===== src/rtl/nand_seq_pkg.sv =====
package nand_seq_pkg;

    localparam int FIELD_W = 4;
    localparam int TIM_W   = 8 * FIELD_W;

    typedef enum logic [1:0] {
        OP_CMD   = 2'd0,
        OP_ADDR  = 2'd1,
        OP_WDATA = 2'd2,
        OP_RDATA = 2'd3
    } op_e;

    typedef enum logic [1:0] {
        PH_IDLE   = 2'd0,
        PH_SETUP  = 2'd1,
        PH_STROBE = 2'd2,
        PH_HOLD   = 2'd3
    } phase_e;

    // Packed MSB first; the bit layout is what the host writes.
    typedef struct packed {
        logic [FIELD_W-1:0] w_rdy;
        logic [FIELD_W-1:0] w_width;
        logic [FIELD_W-1:0] w_hold;
        logic [FIELD_W-1:0] w_setup;
        logic [FIELD_W-1:0] r_rdy;
        logic [FIELD_W-1:0] r_width;
        logic [FIELD_W-1:0] r_hold;
        logic [FIELD_W-1:0] r_setup;
    } timing_t;

    // Timing of one cycle, already resolved for its direction.
    typedef struct packed {
        logic [FIELD_W-1:0] setup;
        logic [FIELD_W-1:0] width;
        logic [FIELD_W-1:0] hold;
        logic [FIELD_W-1:0] rdy;
    } cyc_timing_t;

    function automatic cyc_timing_t pick_dir(timing_t t, logic is_read);
        cyc_timing_t c;
        if (is_read) begin
            c.setup = t.r_setup;
            c.width = t.r_width;
            c.hold  = t.r_hold;
            c.rdy   = t.r_rdy;
        end else begin
            c.setup = t.w_setup;
            c.width = t.w_width;
            c.hold  = t.w_hold;
            c.rdy   = t.w_rdy;
        end
        return c;
    endfunction

endpackage


===== src/rtl/nand_cfg_regs.sv =====
module nand_cfg_regs
    import nand_seq_pkg::*;
(
    input  logic             clk,
    input  logic             rst,
    input  logic             soft_rst,
    input  logic             tim_wr,
    input  logic [TIM_W-1:0] tim_wdata,
    input  logic             ce_wr,
    input  logic             ce_val,
    output timing_t          timing,
    output logic             ce_force
);

    always_ff @(posedge clk) begin
        if (rst || soft_rst) begin
            timing   <= '0;
            ce_force <= 1'b0;
        end else begin
            if (tim_wr)
                timing <= timing_t'(tim_wdata);
            if (ce_wr)
                ce_force <= ce_val;
        end
    end

endmodule


===== src/rtl/nand_phase_fsm.sv =====
module nand_phase_fsm
    import nand_seq_pkg::*;
#(
    parameter int DATA_W = 8
) (
    input  logic               clk,
    input  logic               rst,
    input  logic               soft_rst,
    input  timing_t            timing,
    input  logic               req_valid,
    input  op_e                req_op,
    input  logic [DATA_W-1:0]  req_data,
    input  logic [DATA_W-1:0]  dq_i,
    output phase_e             phase,
    output op_e                op_q,
    output logic [DATA_W-1:0]  data_q,
    output logic [DATA_W-1:0]  rd_data,
    output logic               rd_valid,
    output logic               end_now,
    output logic [FIELD_W-1:0] end_wait
);

    logic [FIELD_W-1:0] cnt;
    cyc_timing_t        cyc_t;
    cyc_timing_t        req_t;
    logic               cnt_zero;

    always_comb begin
        req_t    = pick_dir(timing, req_op == OP_RDATA);
        cnt_zero = (cnt == '0);
        end_now  = (phase == PH_HOLD) && cnt_zero;
        end_wait = cyc_t.rdy;
    end

    always_ff @(posedge clk) begin
        if (rst || soft_rst) begin
            phase    <= PH_IDLE;
            cnt      <= '0;
            op_q     <= OP_CMD;
            data_q   <= '0;
            rd_data  <= '0;
            rd_valid <= 1'b0;
            cyc_t    <= '0;
        end else begin
            rd_valid <= 1'b0;
            case (phase)
                PH_IDLE: begin
                    if (req_valid) begin
                        cyc_t  <= req_t;
                        cnt    <= req_t.setup;
                        op_q   <= req_op;
                        data_q <= req_data;
                        phase  <= PH_SETUP;
                    end
                end
                PH_SETUP: begin
                    if (cnt_zero) begin
                        phase <= PH_STROBE;
                        cnt   <= cyc_t.width;
                    end else begin
                        cnt <= cnt - 1'b1;
                    end
                end
                PH_STROBE: begin
                    if (cnt_zero) begin
                        phase <= PH_HOLD;
                        cnt   <= cyc_t.hold;
                        if (op_q == OP_RDATA) begin
                            rd_data  <= dq_i;
                            rd_valid <= 1'b1;
                        end
                    end else begin
                        cnt <= cnt - 1'b1;
                    end
                end
                default: begin
                    if (cnt_zero)
                        phase <= PH_IDLE;
                    else
                        cnt <= cnt - 1'b1;
                end
            endcase
        end
    end

endmodule


===== src/rtl/nand_rdy_mon.sv =====
module nand_rdy_mon
    import nand_seq_pkg::*;
#(
    parameter int SYNC_STAGES = 2
) (
    input  logic               clk,
    input  logic               rst,
    input  logic               soft_rst,
    input  logic               rb_pin,
    input  logic               end_now,
    input  logic [FIELD_W-1:0] end_wait,
    output logic               ready
);

    localparam int BLANK_W = FIELD_W + 1;

    logic [SYNC_STAGES-1:0] sync_q;
    logic [BLANK_W-1:0]     blank_cnt;

    generate
        if (SYNC_STAGES == 1) begin : g_one
            always_ff @(posedge clk) begin
                if (rst) sync_q <= '0;
                else     sync_q <= rb_pin;
            end
        end else begin : g_chain
            always_ff @(posedge clk) begin
                if (rst) sync_q <= '0;
                else     sync_q <= {sync_q[SYNC_STAGES-2:0], rb_pin};
            end
        end
    endgenerate

    // Wait is counted in clock pairs: load twice the field value.
    always_ff @(posedge clk) begin
        if (rst || soft_rst)
            blank_cnt <= '0;
        else if (end_now)
            blank_cnt <= {end_wait, 1'b0};
        else if (blank_cnt != '0)
            blank_cnt <= blank_cnt - 1'b1;
    end

    assign ready = sync_q[SYNC_STAGES-1] && (blank_cnt == '0);

endmodule


===== src/rtl/nand_pin_drive.sv =====
module nand_pin_drive
    import nand_seq_pkg::*;
#(
    parameter int DATA_W = 8
) (
    input  phase_e             phase,
    input  op_e                op_q,
    input  logic [DATA_W-1:0]  data_q,
    input  logic               ce_force,
    output logic               busy,
    output logic               ce_n,
    output logic               cle,
    output logic               ale,
    output logic               we_n,
    output logic               re_n,
    output logic [DATA_W-1:0]  dq_o,
    output logic               dq_oe
);

    logic is_read;
    logic strobe;

    always_comb begin
        busy    = (phase != PH_IDLE);
        is_read = (op_q == OP_RDATA);
        strobe  = (phase == PH_STROBE);
        ce_n    = ~(ce_force | busy);
        cle     = busy && (op_q == OP_CMD);
        ale     = busy && (op_q == OP_ADDR);
        we_n    = ~(strobe && !is_read);
        re_n    = ~(strobe && is_read);
        dq_oe   = busy && !is_read;
        dq_o    = data_q;
    end

endmodule


===== src/rtl/nand_strobe_seq.sv =====
module nand_strobe_seq
    import nand_seq_pkg::*;
#(
    parameter int DATA_W      = 8,
    parameter int SYNC_STAGES = 2
) (
    input  logic              clk,
    input  logic              rst,
    input  logic              soft_rst,
    input  logic              tim_wr,
    input  logic [31:0]       tim_wdata,
    output logic [31:0]       tim_rdata,
    input  logic              ce_wr,
    input  logic              ce_val,
    output logic              ce_hold,
    input  logic              req_valid,
    input  logic [1:0]        req_op,
    input  logic [DATA_W-1:0] req_data,
    output logic              busy,
    output logic [DATA_W-1:0] rd_data,
    output logic              rd_valid,
    output logic              dev_ready,
    output logic              nand_ce_n,
    output logic              nand_cle,
    output logic              nand_ale,
    output logic              nand_we_n,
    output logic              nand_re_n,
    output logic [DATA_W-1:0] nand_dq_o,
    output logic              nand_dq_oe,
    input  logic [DATA_W-1:0] nand_dq_i,
    input  logic              nand_rb
);

    timing_t            timing;
    logic               ce_force;
    phase_e             phase;
    op_e                op_q;
    logic [DATA_W-1:0]  data_q;
    logic               end_now;
    logic [FIELD_W-1:0] end_wait;

    nand_cfg_regs u_cfg (
        .clk       (clk),
        .rst       (rst),
        .soft_rst  (soft_rst),
        .tim_wr    (tim_wr),
        .tim_wdata (tim_wdata),
        .ce_wr     (ce_wr),
        .ce_val    (ce_val),
        .timing    (timing),
        .ce_force  (ce_force)
    );

    nand_phase_fsm #(.DATA_W(DATA_W)) u_fsm (
        .clk       (clk),
        .rst       (rst),
        .soft_rst  (soft_rst),
        .timing    (timing),
        .req_valid (req_valid),
        .req_op    (op_e'(req_op)),
        .req_data  (req_data),
        .dq_i      (nand_dq_i),
        .phase     (phase),
        .op_q      (op_q),
        .data_q    (data_q),
        .rd_data   (rd_data),
        .rd_valid  (rd_valid),
        .end_now   (end_now),
        .end_wait  (end_wait)
    );

    nand_rdy_mon #(.SYNC_STAGES(SYNC_STAGES)) u_rdy (
        .clk      (clk),
        .rst      (rst),
        .soft_rst (soft_rst),
        .rb_pin   (nand_rb),
        .end_now  (end_now),
        .end_wait (end_wait),
        .ready    (dev_ready)
    );

    nand_pin_drive #(.DATA_W(DATA_W)) u_pins (
        .phase    (phase),
        .op_q     (op_q),
        .data_q   (data_q),
        .ce_force (ce_force),
        .busy     (busy),
        .ce_n     (nand_ce_n),
        .cle      (nand_cle),
        .ale      (nand_ale),
        .we_n     (nand_we_n),
        .re_n     (nand_re_n),
        .dq_o     (nand_dq_o),
        .dq_oe    (nand_dq_oe)
    );

    assign tim_rdata = timing;
    assign ce_hold   = ce_force;

endmodule


===== config.mk =====
export PLATFORM = sky130hd
export DESIGN_NAME = nand_strobe_seq
export DESIGN_NICKNAME = d
export VERILOG_FILES = /design/src/rtl/nand_seq_pkg.sv /design/src/rtl/nand_cfg_regs.sv /design/src/rtl/nand_phase_fsm.sv /design/src/rtl/nand_rdy_mon.sv /design/src/rtl/nand_pin_drive.sv /design/src/rtl/nand_strobe_seq.sv
export SDC_FILE = /design/constraint.sdc
export NUM_CORES = 1
export LEC_CHECK = 0
export BUFFER_PORTS_ARGS = -buffer_cell sky130_fd_sc_hd__buf_2
export CAP_MARGIN = 25
export CORE_MARGIN = 2
export CORE_UTILIZATION = 51
export CTS_CLUSTER_DIAMETER = 200
export CTS_CLUSTER_SIZE = 28
export DETAILED_ROUTE_END_ITERATION = 12
export PLACE_DENSITY = 0.79
export SLEW_MARGIN = 30
export SYNTH_ARGS = -nofsm -noshare
export SYNTH_HDL_FRONTEND = slang
export SYNTH_HIERARCHICAL = 1
export SYNTH_SLANG_ARGS = --single-unit

===== constraint.sdc =====
create_clock -name clk -period 2.2 [get_ports clk]
set_clock_uncertainty 0.1 [all_clocks]
set_input_delay 0.22 -clock clk [delete_from_list [all_inputs] [get_ports clk]]
set_output_delay 0.22 -clock clk [all_outputs]
set_load 0.01 [all_outputs]

==> results.py, run 1 <==
metrics = {
    "grt": {
        "first_global_vias": 2770,
        "antenna_found_initial": 0,
        "grtUsageTotal_pct": 21.1,
        "grt.overflow.total": 0,
        "grt_max_degree": 36,
        "grt_pass1_wl_mm": 12.9,
    },
    "synthesis": {
        "synth_top_cell_by_area": "dfxtp_1",
        "synth_edf_count": 0,
        "synth_fp_nets": 453,
        "ys_types": 49,
        "synthCells": 388,
        "synthFlopType": "dfxtp_1",
        "syn_avg_cell_area_um2": 9.13,
        "async_flop_share_pct": 0,
        "synth_top_area_share_pct": 43.5,
        "yosys_register_bits": 77,
        "yosysWarnings": 6,
        "ys_top_cells_by_area": "dfxtp_1 (44%), mux2i_1 (12%), nor2_1 (6.6%)",
        "ys_seq_area_share_pct": 43.5,
        "syn_area_um2": 3540,
    },
    "drt": {
        "wl_per_cell_um": 13.5,
        "totalWireLength_mm": 7.74,
        "first_pass_iters": 4,
        "detail-route-antenna-nets": 0,
        "drt_iter0_drc": 174,
        "vias_per_cell": 5.27,
        "drc": 0,
        "vias": 3031,
    },
    "critical_path": {
        "worstSetupPathType": "register to register",
        "critPathLaunchType": "register",
        "crit_path_end_kind": "register",
        "cp_max_fo": 8,
        "worstPathRequired_ns": 2.36,
        "cp_data_arrival_time_ns": 2.23,
    },
    "timing": {
        "tightest_slew_ns": 0.709,
        "finalCritPeriodShare_pct": 94.0,
        "timing.setup.tns_ns": 0,
        "slew_viol_final": 0,
        "maxSlewHeadroom_pct": 52.7,
        "clock.fmax_mhz": 484,
        "hold_viol": 0,
        "layout_min_cycle_time_ns": 2.07,
        "setup_violations": 0,
        "rsz0062_at_grt": "false",
    },
    "placement": {
        "gp_congestion": 0.876,
        "dp_hpwl_mm": 5.44,
        "placed_cells": 553,
        "port_buffers": 115,
    },
    "die": {
        "die_area_um2": 7630,
        "core_area_um2": 6760,
        "rows": 30,
        "io_pins": 116,
        "die_w_um": 87.4,
        "die_y_um": 87.4,
        "initial_core_util_pct": 52.4,
    },
    "clocking": {
        "numClockSinks": 77,
        "h-tree-depth": 3,
        "clk_latency_ns": 0.34,
        "cts_tree": "yes",
        "clockBufferDepth": 2,
        "clockRootBuffer": "clkbuf_8",
        "clk_pin_slew_worst_paths_ns": 0.08,
        "cts_made_buffers": 9,
    },
    "power_and_ir_drop": {
        "p_seq_share_pct": 45.1,
        "power.switching_uw": 924,
        "p_sw_share_pct": 27.3,
        "ir_drop_mv": 0.488,
        "power_density_nw_per_um2": 785,
        "comb_power_share_pct": 19.3,
        "p_leak_uw": 0.00197,
        "p_int_uw": 2460,
        "p_clk_share_pct": 35.5,
    },
    "final_layout": {
        "area_delta_synth_final_pct": 21.8,
        "fin_nets": 555,
        "fin_cells": 575,
        "layout_commonest_cell": "buf_2",
        "layout_common_cells": "buf_2 (115), dfxtp_1 (77), nor2_1 (62), mux2i_1 (43), nand2_1 (41)",
        "antenna_cells": 0,
        "drive_gt1_share_pct": 30.5,
    },
    "hold_path": {
        "worstHoldPathType": "primary input to register",
    },
    "job": {
        "max_cap_violations": 0,
    },
    "status": {
        "status": "finished clean",
    },
}
## path summary, 6_finish.rpt
kind,startpoint,endpoint,slack [ns],cells after the start
max,u_fsm/phase[1]$_SDFFE_PP0P_,u_fsm/cnt[3]$_SDFFE_PP0P_,0.13,5
min,tim_wdata[10],u_cfg/timing[10]$_SDFFE_PP0P_,0.01,3
max reg2reg,u_fsm/phase[1]$_SDFFE_PP0P_,u_fsm/cnt[3]$_SDFFE_PP0P_,0.13,5
min reg2reg,u_rdy/sync_q[0]$_SDFF_PP0_,u_rdy/sync_q[1]$_SDFF_PP0_,0.34,1
## repair_timing
item / in CTS / in global routing
hold endpoints to repair: 5 / 0
setup buffers: 0 / 0
endpoints found under the setup margin: 0 / 1
resized for setup: 0 / 1
hold buffers: 6 / 0
## stage by stage
step / cell area, um^2 / setup slack (ns) / power, uW / utilization (%) / hold slack, ns
after floorplan: 3540 / 0.339 / 2050 / - / 0.192
after global placement: 4020 / 0.228 / 2200 / 59.5 / 0.322
after detailed placement: 4020 / 0.173 / 2210 / 59.5 / 0.322
after CTS: 4310 / 0.143 / 3420 / 63.8 / 0.000441
after global routing: 4310 / 0.00473 / 3560 / 63.9 / 0.00517
final: 4310 / 0.132 / 3390 / 63.9 / 0.0112
## kinds of logic (layout without fill, tap and decap cells)
kind of cell / Yosys count / count (layout) / synth area share (%)
compound gates: 52 / 52 / 11.3
flops: 77 / 77 / 43.5
xor+xnor: 2 / 2 / 0.494
simple gates: 159 / 159 / 21.3
buf+inv: 48 / 155 / 8.79
fa+ha+maj: 7 / 7 / 2.47
mux: 43 / 43 / 12.1
## power by group through the flow
| stage | Sequential, uW | Combinational, uW | Clock [uW] |
|---|---|---|---|
| after CTS | 1530 | 662 | 1230 |
| final | 1530 | 655 | 1200 |
| after detailed placement | 1560 | 648 | 0 |
| after global placement | 1560 | 639 | 0 |
| after floorplan | 1560 | 493 | 0 |
| after global routing | 1540 | 722 | 1300 |
## state kept, by name, indices dropped and copies added (netlist names), 2 cells and up
register         cells
u_fsm/end_wait       4
u_fsm/op_q           2
u_fsm/cyc_t          8
u_rdy/sync_q         2
u_fsm/rd_data        8
u_rdy/blank_cnt      5
u_fsm/phase          2
u_fsm/data_q         8
u_fsm/cnt            4
u_cfg/timing        32
## cells in the mapped netlist, types with 2 or more instances
master    number
dfxtp_1       77
nand3_1       17
and2_1         3
clkbuf_1      11
ha_1           7
inv_1          9
buf_2          5
nor2_1        62
nand2_1       41
or3_1          3
and3_1         4
a22o_1         3
xnor2_1        2
a21boi_0       3
nand2b_1       2
a311oi_1      12
o221a_2        2
buf_8          3
nor4b_1        2
nor3_1         7
buf_6          5
a21oi_1       15
nor2b_1        2
nor3b_1        3
o21ai_0        7
or2_1          3
buf_4         14
mux2i_1       43
## per-layer routing
metal / up-vias / track usage, % / routed length (um)
met5: - / 0 / 0
met4: 0 / 7.97 / 95
met3: 9 / 3.51 / 390
met2: 88 / 35.6 / 3860
met1: 1397 / 27.0 / 3400
li1: 1537 / - / -
## worst max-delay path: stages, from the launching register on
cell and delay [ns]:
dfxtp_1 0.47, ha_1 0.36, nor3_1 0.11, or2_1 0.29, or4b_1 0.49, a31oi_1 0.16
## area by class of cell
type	count	area (um^2)
inverters	9	33.8
clock buffers	10	138
well taps	80	100
flip-flops and latches	77	1540
repair buffers	130	716
multi-input cells	263	1690
fillers	580	2440
clock inverters	6	92.6
No activity file was read; power rests on OpenSTA's default activity.
==> run 2: changes to the inputs <==
==> constraint.sdc (replaced) <==
create_clock -name clk -period 2 [get_ports clk]
set_clock_uncertainty 0.1 [all_clocks]
set_input_delay 0.2 -clock clk [delete_from_list [all_inputs] [get_ports clk]]
set_output_delay 0.2 -clock clk [all_outputs]
set_load 0.01 [all_outputs]
==> results.py, run 2 (synthesis gave the netlist of run 1 again) <==
metrics = {
    "status": {
        "status": "finished clean",
    },
    "clocking": {
        "clk_latency_ns": 0.35,
        "clk_pin_slew_worst_paths_ns": 0.08,
        "clockBufferDepth": 2,
        "clockRootBuffer": "clkbuf_8",
        "numClockSinks": 77,
        "cts_tree": "yes",
        "cts_made_buffers": 9,
        "h-tree-depth": 3,
    },
    "critical_path": {
        "worstPathRequired_ns": 2.17,
        "path_cells": "inv_1 > ha_1 > buf_4 > nor4b_1 > or2_1 > or4b_1 > a31oi_1",
        "cpPeakStageDelay_ns": 0.48,
        "critical_path.startpoint": "u_fsm/cnt[1]$_SDFFE_PP0P_",
        "worstSetupPathType": "register to register",
        "r2r_start": "u_fsm/cnt[1]$_SDFFE_PP0P_",
        "critPathLaunchType": "register",
        "cp_data_arrival_time_ns": 2.10,
        "crit_path_end_kind": "register",
        "cp_max_fo": 3,
        "crit_slowest_cell": "or4b_1",
        "path_buf_inv": 2,
        "cp_top_family": "simple AND/OR/NAND/NOR gates",
    },
    "placement": {
        "gp_congestion": 0.932,
        "port_buffers": 115,
        "placed_cells": 560,
        "dp_hpwl_mm": 5.75,
    },
    "timing": {
        "slew_viol_final": 0,
        "finalCritPeriodShare_pct": 96.4,
        "maxSlewHeadroom_pct": 52.3,
        "layout_min_cycle_time_ns": 1.93,
        "clock.fmax_mhz": 519,
        "hold_viol": 0,
        "tightest_slew_ns": 0.715,
        "rsz0062_at_grt": "false",
        "setup_violations": 0,
        "timing.setup.tns_ns": 0,
    },
    "hold_path": {
        "hp-start": "tim_wdata[1]",
        "worstHoldPathType": "primary input to register",
    },
    "final_layout": {
        "layout_commonest_cell": "buf_2",
        "largest_register_ff_count": 32,
        "fin_nets": 604,
        "area_delta_synth_final_pct": 36.1,
        "layout_common_cells": "buf_2 (115), dfxtp_1 (76), nor2_1 (62), dlygate4sd3_1 (46), mux2i_1 (43)",
        "antenna_cells": 0,
        "fin_cells": 624,
        "drive_gt1_share_pct": 29.8,
        "postLayoutCoreUtil_pct": 71.4,
        "max_flop_register": "u_cfg/timing",
    },
    "power_and_ir_drop": {
        "ir_drop_mv": 0.569,
        "power_uw": 3920,
        "power_density_nw_per_um2": 813,
        "p_leak_uw": 0.00220,
    },
    "grt": {
        "grtUsageTotal_pct": 23.9,
        "first_global_vias": 3114,
        "antenna_found_initial": 0,
        "grt.overflow.total": 0,
        "grt_max_degree": 36,
        "grt_pass1_wl_mm": 14.3,
    },
    "drt": {
        "detail-route-antenna-nets": 0,
        "drc": 0,
        "first_pass_iters": 5,
        "drt_iter0_drc": 210,
        "wl_per_cell_um": 14.6,
        "totalWireLength_mm": 9.09,
        "vias_per_cell": 5.19,
        "vias": 3239,
    },
    "die": {
        "die_y_um": 87.4,
        "core_area_um2": 6760,
        "io_pins": 116,
        "die_area_um2": 7630,
        "die_w_um": 87.4,
        "rows": 30,
        "initial_core_util_pct": 52.4,
    },
    "job": {
        "max_cap_violations": 0,
    },
}
run 2: metal layers:
layer	up-vias	share of wire, %	GRT usage, %
met5	-	0	0
met4	0	2.1	9.23
met3	18	5.1	5.88
met2	95	51	41.0
met1	1495	42	28.6
li1	1631	-	-
run 2: path summary, 6_finish.rpt:
check                                                     to  slack (ns)  cells past startpoint
worst min register to register    u_rdy/sync_q[1]$_SDFF_PP0_        0.35                      1
worst max-delay path               u_fsm/cnt[3]$_SDFFE_PP0P_        0.07                      7
worst max register to register     u_fsm/cnt[3]$_SDFFE_PP0P_        0.07                      7
worst min-delay path            u_cfg/timing[1]$_SDFFE_PP0P_        0.01                      3
run 2: layout make-up:
class / instances / area (um^2)
Inverter: 9 / 33.8
Fill cell: 473 / 1930
Clock inverter: 7 / 120
Clock buffer: 9 / 124
Multi-Input combinational cell: 263 / 1690
Tap cell: 80 / 100
Sequential cell: 77 / 1540
Timing Repair Buffer: 179 / 1210
run 2: power breakdown:
group	internal (uW)	switching, uW
logic	421	406
registers	1610	67.3
clock network	835	582
total	2870	1050
run 2: stage by stage:
| stage | setup WS [ns] | instance area (um^2) | hold WS [ns] |
|---|---|---|---|
| after floorplan | 0.139 | 3540 | 0.172 |
| after global placement | 0.0734 | 4090 | 0.311 |
| after detailed placement | 0.0635 | 4090 | 0.328 |
| after CTS | 0.0304 | 4790 | 0.00196 |
| after global routing | 0.00335 | 4820 | 0.00179 |
| final | 0.0720 | 4820 | 0.0114 |
run 2: worst min-delay path, delay by kind of cell:
family                 cells  cell delay, ns
and+or+nand+nor            1            0.09
buffers and inverters      1            0.07
muxes                      1            0.05
run 2: repair_timing:
| action | CTS | global route |
|---|---|---|
| hold buffers | 46 | 0 |
| endpoints found under the setup margin | 0 | 13 |
| hold endpoints to repair | 45 | 0 |
| buffers inserted | 0 | 2 |
| resized for setup | 0 | 3 |
